==> config.mk <==
export PLATFORM = sky130hd
export DESIGN_NAME = qsa_aggregator
export DESIGN_NICKNAME = d
export VERILOG_FILES = /design/src/rtl/qsa_pkg.sv /design/src/rtl/qsa_status_pack.sv /design/src/rtl/qsa_src_select.sv /design/src/rtl/qsa_irq_flags.sv /design/src/rtl/qsa_aggregator.sv
export SDC_FILE = /design/constraint.sdc
export NUM_CORES = 1
export LEC_CHECK = 0
export ABC_AREA = 0
export BUFFER_PORTS_ARGS = -buffer_cell sky130_fd_sc_hd__clkbuf_2
export CAP_MARGIN = 40
export CORE_ASPECT_RATIO = 0.8
export CORE_MARGIN = 5
export CORE_UTILIZATION = 45
export DETAILED_ROUTE_END_ITERATION = 7
export HOLD_SLACK_MARGIN = 0.06
export PLACE_DENSITY_LB_ADDON = 0.2
export SLEW_MARGIN = 10
export SYNTH_ARGS = -nofsm -noshare
export SYNTH_HDL_FRONTEND = slang
export SYNTH_HIERARCHICAL = 1
export SYNTH_SLANG_ARGS = --single-unit
==> constraint.sdc <==
create_clock -name clk -period 5.38 [get_ports clk]
set_input_delay 0.807 -clock clk [delete_from_list [all_inputs] [get_ports clk]]
set_output_delay 0.807 -clock clk [all_outputs]
set_load 0.01 [all_outputs]
==> src/rtl/qsa_pkg.sv <==
`timescale 1ns/1ps
// Shared constants, types and helpers for the queue status aggregator.
// Assumes 32-bit register words and two groups of 32 queues.
package qsa_pkg;
    localparam int WORD_W      = 32;
    localparam int NUM_LO      = 32;
    localparam int NUM_HI      = 32;
    localparam int NIB_W       = 4;
    localparam int SEL_W       = 3;
    localparam int UO_BITS     = 2;
    localparam int ADDR_W      = 4;
    localparam int QID_W       = $clog2(NUM_LO);
    localparam int LO_PER_WORD = WORD_W / NIB_W;
    localparam int LO_WORDS    = NUM_LO / LO_PER_WORD;
    localparam int UO_WORDS    = (NUM_LO * UO_BITS) / WORD_W;

    // Selector codes; bit 2 inverts, bits 1:0 pick the status bit.
    typedef enum logic [SEL_W-1:0] {
        SRC_EMPTY, SRC_NEAR_EMPTY, SRC_NEAR_FULL, SRC_FULL,
        SRC_NOT_EMPTY, SRC_NOT_NEAR_EMPTY, SRC_NOT_NEAR_FULL, SRC_NOT_FULL
    } src_sel_e;

    // Word addresses of the host register window.
    typedef enum logic [ADDR_W-1:0] {
        RA_LOST0, RA_LOST1, RA_LOST2, RA_LOST3,
        RA_UO0, RA_UO1, RA_HI_NE, RA_HI_F,
        RA_SEL0, RA_SEL1, RA_SEL2, RA_SEL3,
        RA_EN_LO, RA_EN_HI, RA_FL_LO, RA_FL_HI
    } reg_addr_e;

    // Evaluate a selector code against one status nibble.
    function automatic logic src_hit(input logic [NIB_W-1:0] nib,
                                     input logic [SEL_W-1:0] code);
        return nib[code[1:0]] ^ code[2];
    endfunction
endpackage

==> src/rtl/qsa_status_pack.sv <==
`timescale 1ns/1ps
// Samples the per-queue condition inputs into packed status words and
// keeps sticky underflow/overflow bits with write-1-to-clear.
// Assumes the flat nibble index q*4 equals word q/8, offset (q mod 8)*4.
module qsa_status_pack
    import qsa_pkg::*;
#(
    parameter int N_LO = NUM_LO,
    parameter int N_HI = NUM_HI,
    parameter int W    = WORD_W,
    localparam int LO_FLAT = N_LO * NIB_W,
    localparam int LO_WD   = LO_FLAT / W,
    localparam int UO_FLAT = N_LO * UO_BITS,
    localparam int UO_WD   = UO_FLAT / W
) (
    input  logic                      clk,
    input  logic                      rst_n,
    input  logic [N_LO-1:0]           lo_empty,
    input  logic [N_LO-1:0]           lo_nempty,
    input  logic [N_LO-1:0]           lo_nfull,
    input  logic [N_LO-1:0]           lo_full,
    input  logic [N_HI-1:0]           hi_nempty,
    input  logic [N_HI-1:0]           hi_full,
    input  logic [N_LO-1:0]           lo_uflow,
    input  logic [N_LO-1:0]           lo_oflow,
    input  logic [UO_WD-1:0]          uo_clr_we,
    input  logic [W-1:0]              clr_data,
    output logic [LO_WD-1:0][W-1:0]   lo_stat,
    output logic [N_HI-1:0]           hi_ne_q,
    output logic [N_HI-1:0]           hi_f_q,
    output logic [UO_WD-1:0][W-1:0]   uo_q
);
    logic [LO_FLAT-1:0] lo_nxt;
    logic [UO_FLAT-1:0] uo_set;

    // Per-queue packing of conditions and event pulses.
    for (genvar q = 0; q < N_LO; q++) begin : g_pack
        assign lo_nxt[q*NIB_W +: NIB_W]   = {lo_full[q], lo_nfull[q], lo_nempty[q], lo_empty[q]};
        assign uo_set[q*UO_BITS +: UO_BITS] = {lo_oflow[q], lo_uflow[q]};
    end

    // Status capture: reset shows every queue empty and nearly-empty.
    always_ff @(posedge clk) begin
        if (!rst_n) begin
            lo_stat <= {N_LO{4'b0011}};
            hi_ne_q <= '1;
            hi_f_q  <= '0;
        end else begin
            lo_stat <= lo_nxt;
            hi_ne_q <= hi_nempty;
            hi_f_q  <= hi_full;
        end
    end

    // Sticky underflow/overflow bits; a new event beats a clear.
    always_ff @(posedge clk) begin
        if (!rst_n) begin
            uo_q <= '0;
        end else begin
            for (int w = 0; w < UO_WD; w++) begin
                uo_q[w] <= (uo_q[w] & ~(uo_clr_we[w] ? clr_data : '0)) | uo_set[w*W +: W];
            end
        end
    end

    // queue 0 field follows its inputs one edge later.
    a_r1_status_sampled: assert property (@(posedge clk) disable iff (!rst_n)
        1'b1 |=> lo_stat[0][NIB_W-1:0] ==
                 $past({lo_full[0], lo_nfull[0], lo_nempty[0], lo_empty[0]}));

    // upper nearly-empty word follows its input one edge later.
    a_r3_upper_sampled: assert property (@(posedge clk) disable iff (!rst_n)
        1'b1 |=> hi_ne_q == $past(hi_nempty));

    // a set underflow/overflow bit survives unless written with 1.
    a_r4_uo_sticky: assert property (@(posedge clk) disable iff (!rst_n)
        1'b1 |=> (($past(uo_q[0]) & ~($past(uo_clr_we[0]) ? $past(clr_data) : '0))
                  & ~uo_q[0]) == '0);

    // an underflow pulse on queue 0 is seen next cycle.
    a_r4_uo_set: assert property (@(posedge clk) disable iff (!rst_n)
        lo_uflow[0] |=> uo_q[0][0]);
endmodule

==> src/rtl/qsa_src_select.sv <==
`timescale 1ns/1ps
// Holds the lower-group interrupt source selectors plus the separate
// control bit, and evaluates each queue's selected condition.
// Assumes word writes and a per-queue side port; the side port wins.
module qsa_src_select
    import qsa_pkg::*;
#(
    parameter int N_LO = NUM_LO,
    parameter int W    = WORD_W,
    localparam int LO_FLAT = N_LO * NIB_W,
    localparam int LO_WD   = LO_FLAT / W,
    localparam int QPW     = W / NIB_W,
    localparam int QW      = $clog2(N_LO)
) (
    input  logic                     clk,
    input  logic                     rst_n,
    input  logic [LO_WD-1:0]         word_we,
    input  logic [W-1:0]             wdata,
    input  logic                     fld_we,
    input  logic [QW-1:0]            fld_qid,
    input  logic [SEL_W-1:0]         fld_code,
    input  logic [LO_WD-1:0][W-1:0]  lo_stat,
    output logic [LO_WD-1:0][W-1:0]  sel_view,
    output logic                     ctl_bit,
    output logic [N_LO-1:0]          lo_cond
);
    logic [N_LO-1:0][SEL_W-1:0] sel_q;
    logic                       ctl_q;
    logic [LO_FLAT-1:0]         st_flat;
    logic [LO_FLAT-1:0]         view_flat;

    assign st_flat = lo_stat;

    // Selector storage: word write first, then side-port field write.
    always_ff @(posedge clk) begin
        if (!rst_n) begin
            sel_q <= '0;
            ctl_q <= 1'b0;
        end else begin
            for (int q = 0; q < N_LO; q++) begin
                if (word_we[q/QPW]) begin
                    sel_q[q] <= wdata[(q%QPW)*NIB_W +: SEL_W];
                end
                if (fld_we && (fld_qid == QW'(q))) begin
                    sel_q[q] <= fld_code;
                end
            end
            if (word_we[0]) begin
                ctl_q <= wdata[SEL_W];
            end
        end
    end

    // Readback slots and condition evaluation per queue.
    for (genvar q = 0; q < N_LO; q++) begin : g_slot
        if (q == 0) begin : g_ctl
            assign view_flat[q*NIB_W +: NIB_W] = {ctl_q, sel_q[q]};
        end else begin : g_plain
            assign view_flat[q*NIB_W +: NIB_W] = {1'b0, sel_q[q]};
        end
        assign lo_cond[q] = src_hit(st_flat[q*NIB_W +: NIB_W], sel_q[q]);
    end

    assign sel_view = view_flat;
    assign ctl_bit  = ctl_q;

    // the side port never disturbs the control bit.
    a_r6_ctl_kept: assert property (@(posedge clk) disable iff (!rst_n)
        (fld_we && !word_we[0]) |=> $stable(ctl_bit));

    // with no word write at all, a side-port write hits its queue.
    a_r6_field_lands: assert property (@(posedge clk) disable iff (!rst_n)
        (fld_we && word_we == '0) |=>
            view_flat[$past(fld_qid)*NIB_W +: SEL_W] == $past(fld_code));
endmodule

==> src/rtl/qsa_irq_flags.sv <==
`timescale 1ns/1ps
// Per-group interrupt enables, rising-edge detectors and sticky flags
// with write-1-to-clear; drives one interrupt line per group.
// Group 0 is the lower queues, group 1 the upper queues.
module qsa_irq_flags
    import qsa_pkg::*;
#(
    parameter int W = WORD_W,
    localparam int NG = 2
) (
    input  logic                   clk,
    input  logic                   rst_n,
    input  logic [W-1:0]           lo_cond,
    input  logic [W-1:0]           hi_cond,
    input  logic [NG-1:0]          en_we,
    input  logic [NG-1:0]          clr_we,
    input  logic [W-1:0]           wdata,
    output logic [NG-1:0][W-1:0]   en_q,
    output logic [NG-1:0][W-1:0]   flag_q,
    output logic                   irq_lo,
    output logic                   irq_hi
);
    logic [NG-1:0][W-1:0] cond;
    logic [NG-1:0][W-1:0] prev_q;
    logic [NG-1:0][W-1:0] rise;
    logic [NG-1:0]        irq_line;

    assign cond = {hi_cond, lo_cond};

    // Rising-edge detect per queue against last cycle's condition.
    always_comb begin
        for (int g = 0; g < NG; g++) begin
            rise[g] = cond[g] & ~prev_q[g];
        end
    end

    // Enables, previous condition and sticky flags; set beats clear.
    always_ff @(posedge clk) begin
        if (!rst_n) begin
            en_q   <= '0;
            flag_q <= '0;
            prev_q <= '1;
        end else begin
            prev_q <= cond;
            for (int g = 0; g < NG; g++) begin
                if (en_we[g]) begin
                    en_q[g] <= wdata;
                end
                flag_q[g] <= (flag_q[g] & ~(clr_we[g] ? wdata : '0)) | rise[g];
            end
        end
    end

    // Interrupt lines gate flags through enables.
    for (genvar g = 0; g < NG; g++) begin : g_line
        assign irq_line[g] = |(flag_q[g] & en_q[g]);

        // a flag not written with 1 stays set.
        a_r9_flag_held: assert property (@(posedge clk) disable iff (!rst_n)
            1'b1 |=> (flag_q[g] & $past(flag_q[g] & ~(clr_we[g] ? wdata : '0)))
                     == $past(flag_q[g] & ~(clr_we[g] ? wdata : '0)));

        // R7 (group 0) / R8 (group 1): new flags only from a condition rise.
        a_r7_set_from_rise: assert property (@(posedge clk) disable iff (!rst_n)
            1'b1 |=> (flag_q[g] & ~$past(flag_q[g])
                      & ~$past(cond[g] & ~prev_q[g])) == '0);
    end

    assign irq_lo = irq_line[0];
    assign irq_hi = irq_line[1];
endmodule

==> src/rtl/qsa_aggregator.sv <==
`timescale 1ns/1ps
// Top of the queue status and interrupt aggregator: decodes the host
// word window, wires status packing, source selection and interrupt
// flags, and returns read data combinationally for reg_addr.
// Assumes the default sizes of qsa_pkg (two groups of 32 queues).
module qsa_aggregator
    import qsa_pkg::*;
(
    input  logic                clk,
    input  logic                rst_n,
    input  logic [NUM_LO-1:0]   lo_empty,
    input  logic [NUM_LO-1:0]   lo_nempty,
    input  logic [NUM_LO-1:0]   lo_nfull,
    input  logic [NUM_LO-1:0]   lo_full,
    input  logic [NUM_HI-1:0]   hi_nempty,
    input  logic [NUM_HI-1:0]   hi_full,
    input  logic [NUM_LO-1:0]   lo_uflow,
    input  logic [NUM_LO-1:0]   lo_oflow,
    input  logic                reg_we,
    input  logic [ADDR_W-1:0]   reg_addr,
    input  logic [WORD_W-1:0]   reg_wdata,
    output logic [WORD_W-1:0]   reg_rdata,
    input  logic                sel_we,
    input  logic [QID_W-1:0]    sel_qid,
    input  logic [SEL_W-1:0]    sel_code,
    output logic                ctl_bit,
    output logic                irq_lo,
    output logic                irq_hi
);
    logic [LO_WORDS-1:0][WORD_W-1:0] lo_stat;
    logic [LO_WORDS-1:0][WORD_W-1:0] sel_view;
    logic [UO_WORDS-1:0][WORD_W-1:0] uo_q;
    logic [NUM_HI-1:0]               hi_ne_q;
    logic [NUM_HI-1:0]               hi_f_q;
    logic [1:0][WORD_W-1:0]          en_q;
    logic [1:0][WORD_W-1:0]          flag_q;
    logic [NUM_LO-1:0]               lo_cond;
    logic [UO_WORDS-1:0]             uo_clr_we;
    logic [LO_WORDS-1:0]             sel_word_we;
    logic [1:0]                      en_we;
    logic [1:0]                      clr_we;

    // Write strobe decode per writable word.
    always_comb begin
        for (int w = 0; w < UO_WORDS; w++) begin
            uo_clr_we[w] = reg_we && (reg_addr == ADDR_W'(RA_UO0) + ADDR_W'(w));
        end
        for (int w = 0; w < LO_WORDS; w++) begin
            sel_word_we[w] = reg_we && (reg_addr == ADDR_W'(RA_SEL0) + ADDR_W'(w));
        end
        en_we  = {reg_we && (reg_addr == RA_EN_HI), reg_we && (reg_addr == RA_EN_LO)};
        clr_we = {reg_we && (reg_addr == RA_FL_HI), reg_we && (reg_addr == RA_FL_LO)};
    end

    qsa_status_pack u_status (
        .clk       (clk),
        .rst_n     (rst_n),
        .lo_empty  (lo_empty),
        .lo_nempty (lo_nempty),
        .lo_nfull  (lo_nfull),
        .lo_full   (lo_full),
        .hi_nempty (hi_nempty),
        .hi_full   (hi_full),
        .lo_uflow  (lo_uflow),
        .lo_oflow  (lo_oflow),
        .uo_clr_we (uo_clr_we),
        .clr_data  (reg_wdata),
        .lo_stat   (lo_stat),
        .hi_ne_q   (hi_ne_q),
        .hi_f_q    (hi_f_q),
        .uo_q      (uo_q)
    );

    qsa_src_select u_select (
        .clk      (clk),
        .rst_n    (rst_n),
        .word_we  (sel_word_we),
        .wdata    (reg_wdata),
        .fld_we   (sel_we),
        .fld_qid  (sel_qid),
        .fld_code (sel_code),
        .lo_stat  (lo_stat),
        .sel_view (sel_view),
        .ctl_bit  (ctl_bit),
        .lo_cond  (lo_cond)
    );

    qsa_irq_flags u_irq (
        .clk     (clk),
        .rst_n   (rst_n),
        .lo_cond (lo_cond),
        .hi_cond (hi_ne_q),
        .en_we   (en_we),
        .clr_we  (clr_we),
        .wdata   (reg_wdata),
        .en_q    (en_q),
        .flag_q  (flag_q),
        .irq_lo  (irq_lo),
        .irq_hi  (irq_hi)
    );

    // Read mux over the 16-word window.
    always_comb begin
        case (reg_addr)
            RA_LOST0: reg_rdata = lo_stat[0];
            RA_LOST1: reg_rdata = lo_stat[1];
            RA_LOST2: reg_rdata = lo_stat[2];
            RA_LOST3: reg_rdata = lo_stat[3];
            RA_UO0:   reg_rdata = uo_q[0];
            RA_UO1:   reg_rdata = uo_q[1];
            RA_HI_NE: reg_rdata = hi_ne_q;
            RA_HI_F:  reg_rdata = hi_f_q;
            RA_SEL0:  reg_rdata = sel_view[0];
            RA_SEL1:  reg_rdata = sel_view[1];
            RA_SEL2:  reg_rdata = sel_view[2];
            RA_SEL3:  reg_rdata = sel_view[3];
            RA_EN_LO: reg_rdata = en_q[0];
            RA_EN_HI: reg_rdata = en_q[1];
            RA_FL_LO: reg_rdata = flag_q[0];
            default:  reg_rdata = flag_q[1];
        endcase
    end

    // with enables cleared, neither line can be high.
    a_r10_lines_masked: assert property (@(posedge clk) disable iff (!rst_n)
        (en_q[0] == '0 && en_q[1] == '0) |-> (!irq_lo && !irq_hi));
endmodule

# Word-level counts from Yosys, hierarchy flattened
# Cells that the tools add are included.
# op_classes
n_bitwise,50
mux,133
n_eq_ne,46
reduce_logical,78
order_cmp,32
# ops
op,n
$pmux 32 s15,1
$and 32x32->32,8
$mux 3,64
$not 32->32,6
$mux 32,4
$or 32x32->32,4
$lt 2x3->1 const B,32
$eq 5x5->1 const B,16
$bmux 1 s2,32
$reduce_bool 2->1,32
$reduce_or 32->1,2
$logic_and 1x1->1,42
$eq 5x4->1 const B,8
$eq 4x4->1 const B,8
$mux 1,32
$xor 1x1->1,32
$eq 5x3->1 const B,4
$eq 4x3->1 const B,4
$eq 5x2->1 const B,2
$eq 4x2->1 const B,2
$eq 5x1->1 const B,1
$logic_not 5->1,1
$eq 4x1->1 const B,1
$logic_not 4->1,1
# totals
wordCells,386
register_bits,545

# Longest topological paths before layout
# depth
ltp_word,6
depth_mapped,10
ltp_nobuf,6

# Modules after synthesis
# Netlist, hierarchy kept.
# by_module_without_submodules
mod,cells_each,n_inst,area_each_um2,seq_area_each_um2
qsa_status_pack,674,1,7578.5,5124.9
qsa_irq_flags,717,1,7113.1,3843.7
qsa_src_select,566,1,5999.5,1941.9
qsa_aggregator,625,1,4496.8,0.0

# Worst setup path after synthesis
# OpenSTA, ideal clock, no wires.
# synth_timing
path_type,input to output
from,in reg_addr[0]
to,out reg_rdata[4]
t_arrival_ns,2.106
n_path_buf,3
cell_stages,7
path_slack_ns,2.467
cell_sequence,buf_6 buf_2 buf_2 o211a_1 o31ai_1 o2111ai_1 o32a_1
# synth_between
elab_chain_cells,2
word_cells_on_any_way,16
classes_between,14 x eq/ne; 1 x mux; 1 x reduce/logical
# synth_lines
item,line,rtl
"start, declared",qsa_aggregator.sv:20,"input logic [ADDR_W-1:0] reg_addr,"
$eq 4x4->1 (tied with other cells),qsa_aggregator.sv:104,case (reg_addr)
$pmux 32 s15 (*),qsa_aggregator.sv:104,
"end, declared",qsa_aggregator.sv:22,"output logic [WORD_W-1:0] reg_rdata,"
# Mark *: on every way between the ends. The rest lies on a longest branch, timed or not.

# Worst setup path after layout
# layout_timing
from,in reg_addr[3]
to,out reg_rdata[12]
# Same word-level chain as after synthesis.

==> Flow_metrics.wiki <==
{| class="wikitable"
! Metric !! Value
|-
| Status || completed
|-
| Internal reg-to-reg setup slack || 3.27 ns
|-
| Upper clock frequency limit || 240 MHz
|-
| Routability cong. || 1.07
|-
| Most common cell after layout, fill and taps aside || sky130_fd_sc_hd__dfxtp_1
|-
| Placed cell areas || 27300 um^2
|-
| Type of the most critical hold path || in -> reg
|-
| Share of layout cells above drive strength 1 || 0.216
|-
| Proportion of register bits with asynchronous set or reset after synthesis || 0
|-
| Max-slew violations || 0
|-
| Pin count of the biggest net entering global routing || 168
|-
| Final setup viols || 0
|-
| Hold-fix buffer count after cts || 0
|-
| Detailed Route Iter0 Violations || 3493
|-
| Summed instance area of the synthesized netlist || 25200 um^2
|-
| Clock tree from TritonCTS || built
|-
| Starting Density || 0.455
|-
| Num rows || 77
|-
| Reg2Reg Capture Point || u_irq/flag_q[19]
|-
| Total routing usage reported by global routing || 0.391
|-
| Net total in the final layout || 3121
|-
| Final instance area || 29300 um^2
|-
| Max-cap violations || 0
|-
| Die Height || 222 um
|-
| Number of buffers inserted by post-CTS setup repair || 0
|-
| Maximum count of clock buffers along a single path || 3
|-
| Critical setup path kind || in -> out
|-
| Critical Path Sink Type || primary output
|-
| Via count of the first global-routing pass || 21.4k
|-
| Routed wire length || 124000 um
|-
| Avg Inst Size Synth || 9.76 um^2
|-
| Die area || 60800 um^2
|-
| Total leakage power || 0.0110 uW
|-
| Initial antenna violation count || 10
|-
| Critical path required time || 4.57 ns
|-
| Total power density per cell area || 333 nW/um^2
|-
| Number of hold violations in the final report || 0
|-
| Peak supply drop || 0.000244 V
|-
| Worst-margin pin slew || 0.928 ns
|-
| FF-to-FF Start || u_select/sel_view[76]
|-
| CORE AREA || 55300 um^2
|-
| Worst setup path end || reg_rdata[12]
|-
| Resize count post-CTS || 0
|-
| Deepest level of the CTS H-tree || 2
|-
| Total clock buffers created by CTS || 55
|-
| Number of enable-type register cells in the synthesized netlist || 0
|-
| Leading cell types in the layout, fill and taps excluded || 545 x sky130_fd_sc_hd__dfxtp_1, 335 x sky130_fd_sc_hd__clkbuf_2, 225 x sky130_fd_sc_hd__nor2b_1
|-
| Clk sinks || 545
|-
| Distinct cell type count after synthesis || 74
|-
| Minimum period implied by the final worst setup slack || 4.17 ns
|-
| Final-layout setup total negative slack || 0 ns
|-
| RSZ-0062 raised after global routing || no
|-
| Warnings from Yosys || 6
|-
| IO buf count || 338
|-
| Remaining antenna violation count after routing || 0
|-
| Fin crit share || 0.776
|-
| Gate count of the mapped netlist || 2582
|-
| Post-DP HPWL || 94900 um
|-
| Worst clock skew on the final layout || 0.0368 ns
|-
| Total vias in the final route || 22.7k
|-
| Worst skew pair latency || 0.63 ns
|-
| Relative area change from synthesis to final layout || 16.2%
|-
| Number of detailed-routing iterations run before antenna repair || 7
|-
| Arrival time at the worst endpoint || 3.37 ns
|-
| Clock transition at the registers of the reported paths || 0.06 ns
|-
| Wire per inst || 34.4 um
|-
| Kind of start point of the critical path || primary input
|-
| Critical Path Source || reg_addr[3]
|-
| Flip-flop and latch count after synthesis || 545
|-
| Clock root buffer master || sky130_fd_sc_hd__clkbuf_16
|-
| Die span in x || 275 um
|-
| Remaining global-route overflow || 0
|-
| Ys flop type || sky130_fd_sc_hd__dfxtp_1
|-
| Cell depth of the worst flop-to-flop path || 5
|-
| Vias per std cell || 6.27
|-
| Post-synthesis sequential area ratio || 0.433
|-
| IO Count || 339
|-
| DRC || 0
|-
| Highest fanout seen on the critical path || 53
|-
| Worst slew margin || 0.375
|-
| First-pass GRT wire length || 168000 um
|}
==> per-layer routing <==
metal / track usage / up-vias / wire (um) / share of wire
met5: 0 / - / 42 / 0.00034
met4: 0.179 / 6 / 6820 / 0.055
met3: 0.134 / 257 / 16000 / 0.13
met2: 0.524 / 1422 / 48900 / 0.39
met1: 0.561 / 11200 / 52600 / 0.42
li1: - / 9760 / - / -
==> report_power, final <==
part / internal [uW] / switching (uW)
combinational: 446 / 703
sequential: 4230 / 234
clock: 2430 / 1720
total: 7100 / 2660
==> sequential cells by signal (all words and copies together) (netlist names) <==
signal and flops:
u_irq/flag_q 64, u_irq/en_q 64, u_status/uo_q 64, u_status/hi_ne_q 32
u_irq/prev_q 64, u_status/lo_stat 128, u_select/ctl_bit 1, u_status/hi_f_q 32
u_select/sel_view 96
==> synth_stat cells, drive strengths merged, types with 5 or more instances <==
master	instances	share of area
mux4	32	0.029
a21oi	71	0.014
a22oi	145	0.044
nor2	17	0.0025
nand2	101	0.015
o221ai	26	0.0090
o21ai	187	0.039
dfxtp	545	0.43
o22ai	6	0.0015
xor2	32	0.011
or2b	5	0.0015
nand2b	163	0.040
nor2b	227	0.056
nand3b	7	0.0021
mux2i	172	0.068
and3	27	0.0067
buf	129	0.033
and2	101	0.025
clkbuf	123	0.019
o22a	24	0.0083
o211ai	25	0.0075
nor3b	29	0.0093
o2111ai	26	0.0090
nand4	11	0.0027
mux2	54	0.024
o311a	96	0.038
o32a	7	0.0028
a31oi	66	0.016
inv	67	0.010
==> worst max-delay path: stages <==
cell and delay [ns]:
sky130_fd_sc_hd__clkbuf_2 0.30, sky130_fd_sc_hd__buf_4 0.33, sky130_fd_sc_hd__nor2b_4 0.12, sky130_fd_sc_hd__buf_4 0.54, sky130_fd_sc_hd__a22oi_1 0.30, sky130_fd_sc_hd__o2111ai_1 0.43
sky130_fd_sc_hd__o32a_1 0.31, sky130_fd_sc_hd__clkbuf_2 0.17
==> worst min path at each step <==
stage	start	end	slack [ns]	cells past startpoint
3_5_place_dp	u_status/hi_ne_q[11]	u_irq/prev_q[43]	0.46	1
2_1_floorplan	u_status/hi_ne_q[14]	u_irq/prev_q[46]	0.42	1
5_1_grt	lo_nempty[30]	u_status/lo_stat[121]	0.34	2
4_1_cts	lo_empty[22]	u_status/lo_stat[88]	0.34	2
6_report	lo_empty[22]	u_status/lo_stat[88]	0.36	2
3_3_place_gp	u_status/hi_ne_q[5]	u_irq/prev_q[37]	0.44	1
==> metrics by stage <==
stage                     power [uW]  hold slack, ns  setup slack [ns]  cells   util
final                           9760           0.359              1.21   3611  0.529
after global routing           10000           0.344              1.25   3609  0.529
after CTS                       9740           0.337              1.31   3606  0.529
after detailed placement        5640           0.458              1.31   3508  0.494
after global placement          5620           0.444              1.25   3501  0.491
after floorplan                 5020           0.418              2.47   2612      -
==> layout make-up <==
type	instances	area, um^2
Multi-Input combinational cell	1747	12900
Clock buffer	69	1510
Fill cell	5028	26000
Clock inverter	29	424
Antenna cell	3	7.51
Inverter	68	255
Tap cell	750	938
Timing Repair Buffer	400	2330
Sequential cell	545	10900
==> cells by family after synthesis <==
kind of cell	Yosys count	share of synthesized area
buffers and inverters	320	0.0622
XOR/XNOR	32	0.0111
flip-flops	545	0.433
other	1	0.000149
AND/OR/NAND/NOR	723	0.174
multiplexers	258	0.121
AO/OA/AOI/OAI	703	0.199
No activity file was read; power rests on OpenSTA's default activity.
